## src/rtl/hbe_pkg.sv

```systemverilog
package hbe_pkg;

    typedef enum logic [2:0] {
        TX_IDLE,
        TX_ON_HI1,
        TX_ON_GAP,
        TX_ON_HI2,
        TX_OFF_HI,
        TX_REST
    } tx_state_e;

    function automatic int max3(input int a, input int b, input int c);
        int m;
        m = (a > b) ? a : b;
        return (m > c) ? m : c;
    endfunction

endpackage

```

## src/rtl/hbe_sync.sv

```systemverilog
module hbe_sync #(
    parameter int               WIDTH   = 1,
    parameter int               STAGES  = 2,
    parameter logic [WIDTH-1:0] RST_VAL = '0
) (
    input  logic             clk,
    input  logic             rst_n,
    input  logic [WIDTH-1:0] din,
    output logic [WIDTH-1:0] dout
);

    logic [STAGES-1:0][WIDTH-1:0] chain_q;

    always_ff @(posedge clk or negedge rst_n) begin
        if (!rst_n) begin
            chain_q <= {STAGES{RST_VAL}};
        end else begin
            for (int s = STAGES - 1; s > 0; s--) begin
                chain_q[s] <= chain_q[s-1];
            end
            chain_q[0] <= din;
        end
    end

    assign dout = chain_q[STAGES-1];

endmodule

```

## src/rtl/hbe_lockout.sv

```systemverilog
module hbe_lockout (
    input  logic clk,
    input  logic rst_n,
    input  logic hs_n_s,
    input  logic ls_s,
    input  logic sup_s,
    output logic req_on,
    output logic req_off,
    output logic ls_req,
    output logic abort
);

    logic hs_prev_q, ls_prev_q, sup_prev_q;
    logic hs_on_q, armed_q;
    logic live, hs_fall, hs_rise, ls_rise, sup_back;

    always_comb begin
        live     = sup_s & sup_prev_q;
        hs_fall  = hs_prev_q & ~hs_n_s;
        hs_rise  = ~hs_prev_q & hs_n_s;
        ls_rise  = ls_s & ~ls_prev_q;
        sup_back = sup_s & ~sup_prev_q;
        req_on   = live & hs_fall & ~ls_s;
        req_off  = (live & hs_rise) | sup_back;
        abort    = ~sup_s;
        ls_req   = live & ls_s & ~hs_on_q & (armed_q | ls_rise);
    end

    always_ff @(posedge clk or negedge rst_n) begin
        if (!rst_n) begin
            hs_prev_q  <= 1'b1;
            ls_prev_q  <= 1'b0;
            sup_prev_q <= 1'b0;
            hs_on_q    <= 1'b0;
            armed_q    <= 1'b0;
        end else begin
            hs_prev_q  <= hs_n_s;
            ls_prev_q  <= ls_s;
            sup_prev_q <= sup_s;
            if (!sup_s) begin
                hs_on_q <= 1'b0;
                armed_q <= 1'b0;
            end else begin
                if (req_on) begin
                    hs_on_q <= 1'b1;
                end else if (live && hs_rise) begin
                    hs_on_q <= 1'b0;
                end
                if (live && ls_rise) begin
                    armed_q <= 1'b1;
                end
            end
        end
    end

    // the high side only becomes on when low side was not requested
    assert_refuse_overlap_R6: assert property (@(posedge clk) disable iff (!rst_n)
        $rose(hs_on_q) |-> $past(!ls_s));

    // supply loss clears the lockout and the low-side arming
    assert_unpowered_clear_R9: assert property (@(posedge clk) disable iff (!rst_n)
        !sup_s |=> (!hs_on_q && !armed_q));

endmodule

```

## src/rtl/hbe_pulse_tx.sv

```systemverilog
module hbe_pulse_tx
    import hbe_pkg::*;
#(
    parameter int PULSE_CYC = 16,
    parameter int GAP_CYC   = 16,
    parameter int REST_CYC  = 16
) (
    input  logic clk,
    input  logic rst_n,
    input  logic req_on,
    input  logic req_off,
    input  logic abort,
    output logic on_line,
    output logic off_line
);

    localparam int MAX_CYC = max3(PULSE_CYC, GAP_CYC, REST_CYC);
    localparam int CNT_W   = (MAX_CYC > 1) ? $clog2(MAX_CYC) : 1;

    tx_state_e        state_q, state_d;
    logic [CNT_W-1:0] cnt_q, cnt_d;
    logic             slot_v_q, slot_v_d;
    logic             slot_on_q, slot_on_d;
    logic             any_req, go, go_on, done;

    always_comb begin
        any_req   = req_on | req_off;
        done      = (cnt_q == '0);
        state_d   = state_q;
        cnt_d     = done ? cnt_q : cnt_q - 1'b1;
        slot_v_d  = slot_v_q;
        slot_on_d = slot_on_q;
        go        = 1'b0;
        go_on     = 1'b0;

        if (any_req && state_q != TX_IDLE) begin
            slot_v_d  = 1'b1;
            slot_on_d = req_on;
        end

        unique case (state_q)
            TX_IDLE: begin
                slot_v_d = 1'b0;
                if (any_req) begin
                    go    = 1'b1;
                    go_on = req_on;
                end else if (slot_v_q) begin
                    go    = 1'b1;
                    go_on = slot_on_q;
                end
                if (go) begin
                    state_d = go_on ? TX_ON_HI1 : TX_OFF_HI;
                    cnt_d   = CNT_W'(PULSE_CYC - 1);
                end
            end
            TX_ON_HI1: begin
                if (done) begin
                    state_d = TX_ON_GAP;
                    cnt_d   = CNT_W'(GAP_CYC - 1);
                end
            end
            TX_ON_GAP: begin
                if (done) begin
                    state_d = TX_ON_HI2;
                    cnt_d   = CNT_W'(PULSE_CYC - 1);
                end
            end
            TX_ON_HI2, TX_OFF_HI: begin
                if (done) begin
                    state_d = TX_REST;
                    cnt_d   = CNT_W'(REST_CYC - 1);
                end
            end
            TX_REST: begin
                if (done) begin
                    state_d = TX_IDLE;
                end
            end
            default: state_d = TX_IDLE;
        endcase

        if (abort) begin
            state_d  = TX_IDLE;
            cnt_d    = '0;
            slot_v_d = 1'b0;
        end
    end

    always_ff @(posedge clk or negedge rst_n) begin
        if (!rst_n) begin
            state_q   <= TX_IDLE;
            cnt_q     <= '0;
            slot_v_q  <= 1'b0;
            slot_on_q <= 1'b0;
        end else begin
            state_q   <= state_d;
            cnt_q     <= cnt_d;
            slot_v_q  <= slot_v_d;
            slot_on_q <= slot_on_d;
        end
    end

    always_comb begin
        on_line  = (state_q == TX_ON_HI1) || (state_q == TX_ON_HI2);
        off_line = (state_q == TX_OFF_HI);
    end

    // the two signalling lines never carry a pulse at once
    assert_lines_exclusive_R5: assert property (@(posedge clk) disable iff (!rst_n)
        !(on_line && off_line));

    // an off pulse only starts from the idle state
    assert_off_from_idle_R4: assert property (@(posedge clk) disable iff (!rst_n)
        $rose(off_line) |-> $past(state_q) == TX_IDLE);

    // an off pulse that ends normally is followed by the rest period
    assert_rest_after_off_R5: assert property (@(posedge clk) disable iff (!rst_n)
        ($fell(off_line) && !$past(abort)) |-> state_q == TX_REST);

endmodule

```

## src/rtl/hbe_delay_line.sv

```systemverilog
module hbe_delay_line #(
    parameter int DEPTH = 20
) (
    input  logic clk,
    input  logic rst_n,
    input  logic flush,
    input  logic din,
    output logic dout
);

    logic [DEPTH-1:0] stage_q;

    generate
        if (DEPTH == 1) begin : g_single
            always_ff @(posedge clk or negedge rst_n) begin
                if (!rst_n) stage_q <= '0;
                else        stage_q <= flush ? 1'b0 : din;
            end
        end else begin : g_chain
            always_ff @(posedge clk or negedge rst_n) begin
                if (!rst_n)     stage_q <= '0;
                else if (flush) stage_q <= '0;
                else            stage_q <= {stage_q[DEPTH-2:0], din};
            end
        end
    endgenerate

    assign dout = stage_q[DEPTH-1];

    // a flush empties the line by the next cycle
    assert_flush_clears_R9: assert property (@(posedge clk) disable iff (!rst_n)
        flush |=> !dout);

endmodule

```

## src/rtl/hb_cmd_encoder.sv

```systemverilog
module hb_cmd_encoder #(
    parameter int SYNC_STAGES = 2,
    parameter int PULSE_CYC   = 16,
    parameter int GAP_CYC     = 16,
    parameter int REST_CYC    = 16,
    parameter int LS_DELAY    = 20
) (
    input  logic clk,
    input  logic rst_n,
    input  logic hs_cmd_n,
    input  logic ls_cmd,
    input  logic supply_ok,
    output logic ls_gate,
    output logic hs_on_pulse,
    output logic hs_off_pulse
);

    logic [2:0] raw_in, sync_out;
    logic       hs_n_s, ls_s, sup_s;
    logic       req_on, req_off, ls_req, abort;

    assign raw_in = {supply_ok, ls_cmd, hs_cmd_n};

    hbe_sync #(
        .WIDTH  (3),
        .STAGES (SYNC_STAGES),
        .RST_VAL(3'b001)
    ) u_sync (
        .clk  (clk),
        .rst_n(rst_n),
        .din  (raw_in),
        .dout (sync_out)
    );

    assign hs_n_s = sync_out[0];
    assign ls_s   = sync_out[1];
    assign sup_s  = sync_out[2];

    hbe_lockout u_lock (
        .clk    (clk),
        .rst_n  (rst_n),
        .hs_n_s (hs_n_s),
        .ls_s   (ls_s),
        .sup_s  (sup_s),
        .req_on (req_on),
        .req_off(req_off),
        .ls_req (ls_req),
        .abort  (abort)
    );

    hbe_pulse_tx #(
        .PULSE_CYC(PULSE_CYC),
        .GAP_CYC  (GAP_CYC),
        .REST_CYC (REST_CYC)
    ) u_tx (
        .clk     (clk),
        .rst_n   (rst_n),
        .req_on  (req_on),
        .req_off (req_off),
        .abort   (abort),
        .on_line (hs_on_pulse),
        .off_line(hs_off_pulse)
    );

    hbe_delay_line #(
        .DEPTH(LS_DELAY)
    ) u_dly (
        .clk  (clk),
        .rst_n(rst_n),
        .flush(abort),
        .din  (ls_req),
        .dout (ls_gate)
    );

    // once the synchronized supply is low every output is silent next cycle
    assert_unpowered_quiet_R9: assert property (@(posedge clk) disable iff (!rst_n)
        !sup_s |=> (!ls_gate && !hs_on_pulse && !hs_off_pulse));

endmodule

```

## config.mk

```make
export PLATFORM = sky130hd
export DESIGN_NAME = hb_cmd_encoder
export DESIGN_NICKNAME = d
export VERILOG_FILES = /design/src/rtl/hbe_pkg.sv /design/src/rtl/hbe_sync.sv /design/src/rtl/hbe_lockout.sv /design/src/rtl/hbe_pulse_tx.sv /design/src/rtl/hbe_delay_line.sv /design/src/rtl/hb_cmd_encoder.sv
export SDC_FILE = /design/constraint.sdc
export NUM_CORES = 1
export LEC_CHECK = 0
export BUFFER_PORTS_ARGS = -buffer_cell sky130_fd_sc_hd__clkbuf_2
export CELL_PAD_IN_SITES_DETAIL_PLACEMENT = 0
export CELL_PAD_IN_SITES_GLOBAL_PLACEMENT = 1
export CORE_MARGIN = 2
export CORE_UTILIZATION = 43
export DETAILED_ROUTE_END_ITERATION = 10
export PLACE_DENSITY = 0.75
export SKIP_CTS_REPAIR_TIMING = 1
export SYNTH_ARGS = -nofsm -noshare
export SYNTH_HDL_FRONTEND = slang
export SYNTH_SLANG_ARGS = --single-unit
```

## constraint.sdc

```tcl
create_clock -name clk -period 2.15 [get_ports clk]
set_input_delay 0.3225 -clock clk [delete_from_list [all_inputs] [get_ports clk]]
set_output_delay 0.3225 -clock clk [all_outputs]
set_load 0.1 [all_outputs]
```

==> impl_metrics.yaml, run 1 <==
run_status:
  outcome: "complete, no violations"
routing:
  drt_iter0_markers: 78
  first_pass_iters: 4
  routedWlPerCell_um: 12.8
  met2_length_um: 1210
  vias: 1038
  vias_per_cell: 4.99
  route.layer.met1.wl_um: 1310
  drt_wl_total_um: 2670
  route.detailed.drc: 0
  top_layer: "met4"
  wl_met3_um: 100
  ant_nets: 0
min_path:
  min_path_type: "input pin to flop"
  hold_start: "hs_cmd_n"
  worstHoldPathCells: 1
  holdPathEnd: "u_sync.chain_q[0]"
power:
  leakage_nw: 0.906
  finalPower_mw: 2.12
  power.density_nw_per_um2: 1130
  peakVddDrop_mv: 0.475
timing:
  setup_violations: 0
  slew_headroom_pct: 64.2
  period_share_pct: 92.3
  timing.final.ws_setup_ns: 0.166
  rsz0062_at_grt: "no"
  max_slew.worst_pin.slew_ns: 0.539
  fin_tns_setup_ns: 0
  fin_skew_ns: 0.00571
  fin_crit_ns: 1.98
  clock.fmax_ghz: 0.504
  final_max_slew_viol_count: 0
  hold_viol: 0
synth:
  synth.distinct_cells: 44
  syn-num-nets: 152
  ys.warnings.count: 0
  synth_compound_area_share_pct: 11.5
  avgSynthCellArea_um2: 11.4
  synthMuxAreaShare_pct: 0.683
  synth_seq_cells: 40
  synth_xor_area_share_pct: 1.06
  synth_edf_count: 0
  syn_inst: 145
  netlist_area_um2: 1650
  seq_area_frac_synth_pct: 61.0
  synth-main-ff-cell: "dfrtp_1"
  synth_adder_area_share_pct: 1.52
  synth-simple-area-share_pct: 21.0
  synth_top_family_by_area: "simple AND/OR/NAND/NOR gates"
  async_reset_ff_share_pct: 100
clock_network:
  worstSkewPairLatency_ns: 0.30
  clock_sinks: 40
  cts_root_buffer: "clkbuf_8"
  htree_levels: 2
  cts_buffer_depth: 2
  cts_tree: "done"
  clk_pin_slew_worst_paths_ns: 0.08
  numCtsBuffers: 5
cells_and_area:
  layout_commonest_cell: "dfrtp_1"
  nets: 166
  area_growth_pct: 14.1
  diodes: 0
  drive_above_1_share_pct: 20.0
  fin_area_um2: 1880
  final_cell_mix: "dfrtp_1 (37), and2_1 (19), nand2_1 (16)"
  fin_util_pct: 51.4
grt:
  overflow: 0
  grt_max_degree: 18
  grt_use_total_pct: 15.4
  antenna_found_initial: 0
  grt_pass1_wl_um: 4890
  first_global_vias: 1010
placed_design:
  dp_hpwl_um: 1840
  preCtsSetupSlack_ns: 0.180
  placed_cell_area_um2: 1760
  io_buffers: 7
  gp_congestion: 0.754
setup_path:
  crit_arrival_ns: 2.17
  r2r_end: "u_tx.cnt_q[0]"
  cp_max_fo: 5
  r2r-start: "u_tx.cnt_q[1]"
  cp_data_required_time_ns: 2.34
  rrSetupSlack_ns: 0.17
  reg2regPathDepth: 7
  criticalPathCategory: "flop to flop"
  cp-end-kind: "flop"
  cp-start-kind: "flop"
die:
  ioPinCount: 8
  fp.dieH_um: 65.9
  start_util_pct: 45.0
  die_x_um: 65.9
  num_rows: 22
  core_area_um2: 3660
  die-area_um2: 4340
job:
  maxCapViolations: 0
-- synthesized netlist by cell type (2+ instances only) --
master    count  share of area, %
nor3_1        3              0.91
clkbuf_1      4              0.91
and2b_1       2              0.91
a21oi_1       4               1.2
and3_1        2              0.76
inv_1         6               1.4
nor2b_1       4               1.5
dfrtp_1      37                56
nand2_1      16               3.6
o21ai_1       2              0.61
and2_1       19               7.2
o21ai_0       6               1.8
dfstp_2       3               4.8
ha_1          2               1.5
nor2_1        6               1.4
-- worst max-delay path by stage --
stage	slack [ns]	cells after the start	startpoint	end
after CTS	0.16	7	u_tx.cnt_q[1]	u_tx.cnt_q[0]
after global placement	0.25	7	u_tx.cnt_q[0]	u_tx.cnt_q[0]
final	0.17	7	u_tx.cnt_q[1]	u_tx.cnt_q[0]
after detailed placement	0.18	7	u_tx.cnt_q[1]	u_tx.cnt_q[0]
after floorplan	0.14	7	u_tx.cnt_q[0]	u_tx.cnt_q[0]
after global routing	0.03	7	u_tx.cnt_q[1]	u_tx.cnt_q[0]
-- sequential cells by signal, indices dropped and copies added, names as in the netlist --
name	flops
u_tx.slot_on_q	1
u_tx.cnt_q	4
u_sync.dout	3
u_lock.hs_on_q	1
u_lock.sup_prev_q	1
u_tx.slot_v_q	1
u_lock.ls_prev_q	1
u_sync.chain_q	3
u_dly.stage_q	20
u_tx.state_q	3
u_lock.armed_q	1
u_lock.hs_prev_q	1
-- logic make-up after synthesis --
family / after synthesis
fa+ha+maj: 2
compound gates: 26
mux: 1
buf+inv: 13
simple gates: 61
xor+xnor: 2
flops: 40
-- stage by stage --
stage / hold slack (ns) / cells
after global routing: 0.0894 / 208
final: 0.105 / 208
after CTS: -0.156 / 207
after detailed placement: 0.173 / 199
after floorplan: 0.0269 / 145
after global placement: 0.162 / 199
-- layer usage --
layer / vias up / track usage [%]
li1: 514 / -
met4: 0 / 8.59
met3: 4 / 5.11
met5: - / 0
met2: 14 / 21.6
met1: 506 / 21.0
-- power by group --
group          total, mW  internal [mW]  switching, mW
clock network      0.622          0.349          0.273
registers          0.912          0.827         0.0856
logic              0.583          0.237          0.346
total               2.12           1.41          0.704
-- area by class of cell --
cell class | count | area (µm²)
tap | 48 | 60.1
timing repair buffer | 13 | 82.6
clock inverter | 3 | 46.3
fill | 347 | 1780
clock buffer | 5 | 68.8
sequential | 40 | 1000
multi-input combinational | 92 | 592
inverter | 7 | 26.3
-- critical path, cell delays in order (launching register included) --
cell and delay [ns]:
dfrtp_1 0.41, inv_1 0.07, ha_1 0.18, nor3b_2 0.24, inv_2 0.09, ha_1 0.30
or3_1 0.37, a32o_1 0.21
Note: power is estimated with default switching activity, not from simulation.
==> run 2: changes to the inputs <==
Settings changed: PLACE_DENSITY 0.75 to 0.71.
==> impl_metrics.yaml, run 2 (synthesis results as in run 1) <==
timing:
  rsz0062_at_grt: "no"
  fin_skew_ns: 0.00507
  final_max_slew_viol_count: 0
  setup_violations: 0
  slew_headroom_pct: 64.3
  clock.fmax_ghz: 0.503
  period_share_pct: 92.5
  hold_viol: 0
  fin_tns_setup_ns: 0
  fin_crit_ns: 1.99
  max_slew.worst_pin.slew_ns: 0.538
grt:
  first_global_vias: 1070
  grt_pass1_wl_um: 4970
  overflow: 0
  grt_max_degree: 41
  antenna_found_initial: 0
  grt_use_total_pct: 15.4
clock_network:
  cts_buffer_depth: 2
  htree_levels: 2
  clock_sinks: 40
  cts_tree: "done"
  numCtsBuffers: 5
  worstSkewPairLatency_ns: 0.29
  clk_pin_slew_worst_paths_ns: 0.08
  cts_root_buffer: "clkbuf_8"
setup_path:
  cp_max_fo: 5
  cp-start-kind: "flop"
  cp-end-kind: "flop"
  rrSetupSlack_ns: 0.16
  crit_arrival_ns: 2.17
  criticalPathCategory: "flop to flop"
  cp_data_required_time_ns: 2.33
cells_and_area:
  diodes: 0
  largest_register_ff_count: 20
  final_cell_mix: "dfrtp_1 (37), and2_1 (19), nand2_1 (16)"
  drive_above_1_share_pct: 19.1
  area_growth_pct: 13.4
  nets: 163
  reg.largest.list: "u_dly.stage_q: 20 flops, u_tx.cnt_q: 4 flops"
  regMostFlops: "u_dly.stage_q"
  layout_commonest_cell: "dfrtp_1"
placed_design:
  gp_congestion: 0.758
  io_buffers: 7
  dp_hpwl_um: 1680
run_status:
  outcome: "complete, no violations"
routing:
  vias: 1036
  vias_per_cell: 5.05
  route.detailed.drc: 0
  drt_iter0_markers: 29
  drt_wl_total_um: 2640
  ant_nets: 0
  routedWlPerCell_um: 12.9
  first_pass_iters: 4
power:
  leakage_nw: 0.900
  finalPower_mw: 2.15
  power.density_nw_per_um2: 1150
  peakVddDrop_mv: 0.576
die:
  num_rows: 22
  die-area_um2: 4340
  core_area_um2: 3660
  die_x_um: 65.9
  start_util_pct: 45.0
  fp.dieH_um: 65.9
  ioPinCount: 8
min_path:
  min_path_type: "input pin to async pin"
job:
  maxCapViolations: 0
==> run 2: cell types whose count changed in the layout (fill, tap and decap cells not counted), sizes merged <==
cell	delta
clkinv	+1
clkbuf	+1
buf	-2
dlygate4sd3	-1
inv	-1
clkinvlp	-1
==> run 2: path summary, 6_finish.rpt <==
kind / start / end / cells past startpoint
setup / recovery: u_tx.cnt_q[0] / u_tx.cnt_q[0] / 7
setup reg to reg: u_tx.cnt_q[0] / u_tx.cnt_q[0] / 7
max in group asynchronous: rst_n / u_sync.dout[0] / 2
hold / removal: rst_n / u_dly.stage_q[19] / 2
hold reg to reg: u_sync.chain_q[2] / u_sync.dout[2] / 0
min in group clk: hs_cmd_n / u_sync.chain_q[0] / 1
==> run 2: critical path, stage by stage, from the launching register on <==
cell and delay (ns):
dfrtp_1 0.41, inv_1 0.06, ha_1 0.20, nor3b_4 0.23
inv_2 0.08, ha_1 0.31, or3_1 0.37, a32o_1 0.22
==> run 2: metal layers <==
| metal | global-route usage [%] | vias to the layer above | part of all wire, % |
|---|---|---|---|
| met1 | 19.3 | 509 | 50 |
| met5 | 0 | - | 0 |
| li1 | - | 508 | - |
| met3 | 5.62 | 5 | 3.7 |
| met2 | 24.2 | 14 | 45 |
| met4 | 6.25 | 0 | 1.2 |
==> run 2: power breakdown <==
group          internal, mW  switching (mW)
Sequential            0.827          0.0947
Clock                 0.379           0.256
Combinational         0.244           0.346
Total                  1.45           0.697
==> run 2: cell type report <==
cell class / instances / area (µm²)
fill: 343 / 1790
sequential: 40 / 1000
multi-input combinational: 92 / 598
clock buffer: 6 / 82.6
tap: 48 / 60.1
timing repair buffer: 10 / 57.6
clock inverter: 2 / 38.8
inverter: 7 / 26.3
==> run 2: per-stage QoR <==
stage	instance area (µm²)	instances	worst slack (ns)	util (%)	hold WS, ns
after floorplan	1650	145	0.145	-	0.0269
after global routing	1870	205	0.0116	51.0	0.0922
after detailed placement	1740	197	0.151	47.5	0.335
final	1870	205	0.160	51.0	0.0765
after global placement	1740	197	0.246	47.5	0.336
after CTS	1860	205	0.132	50.9	0.0937
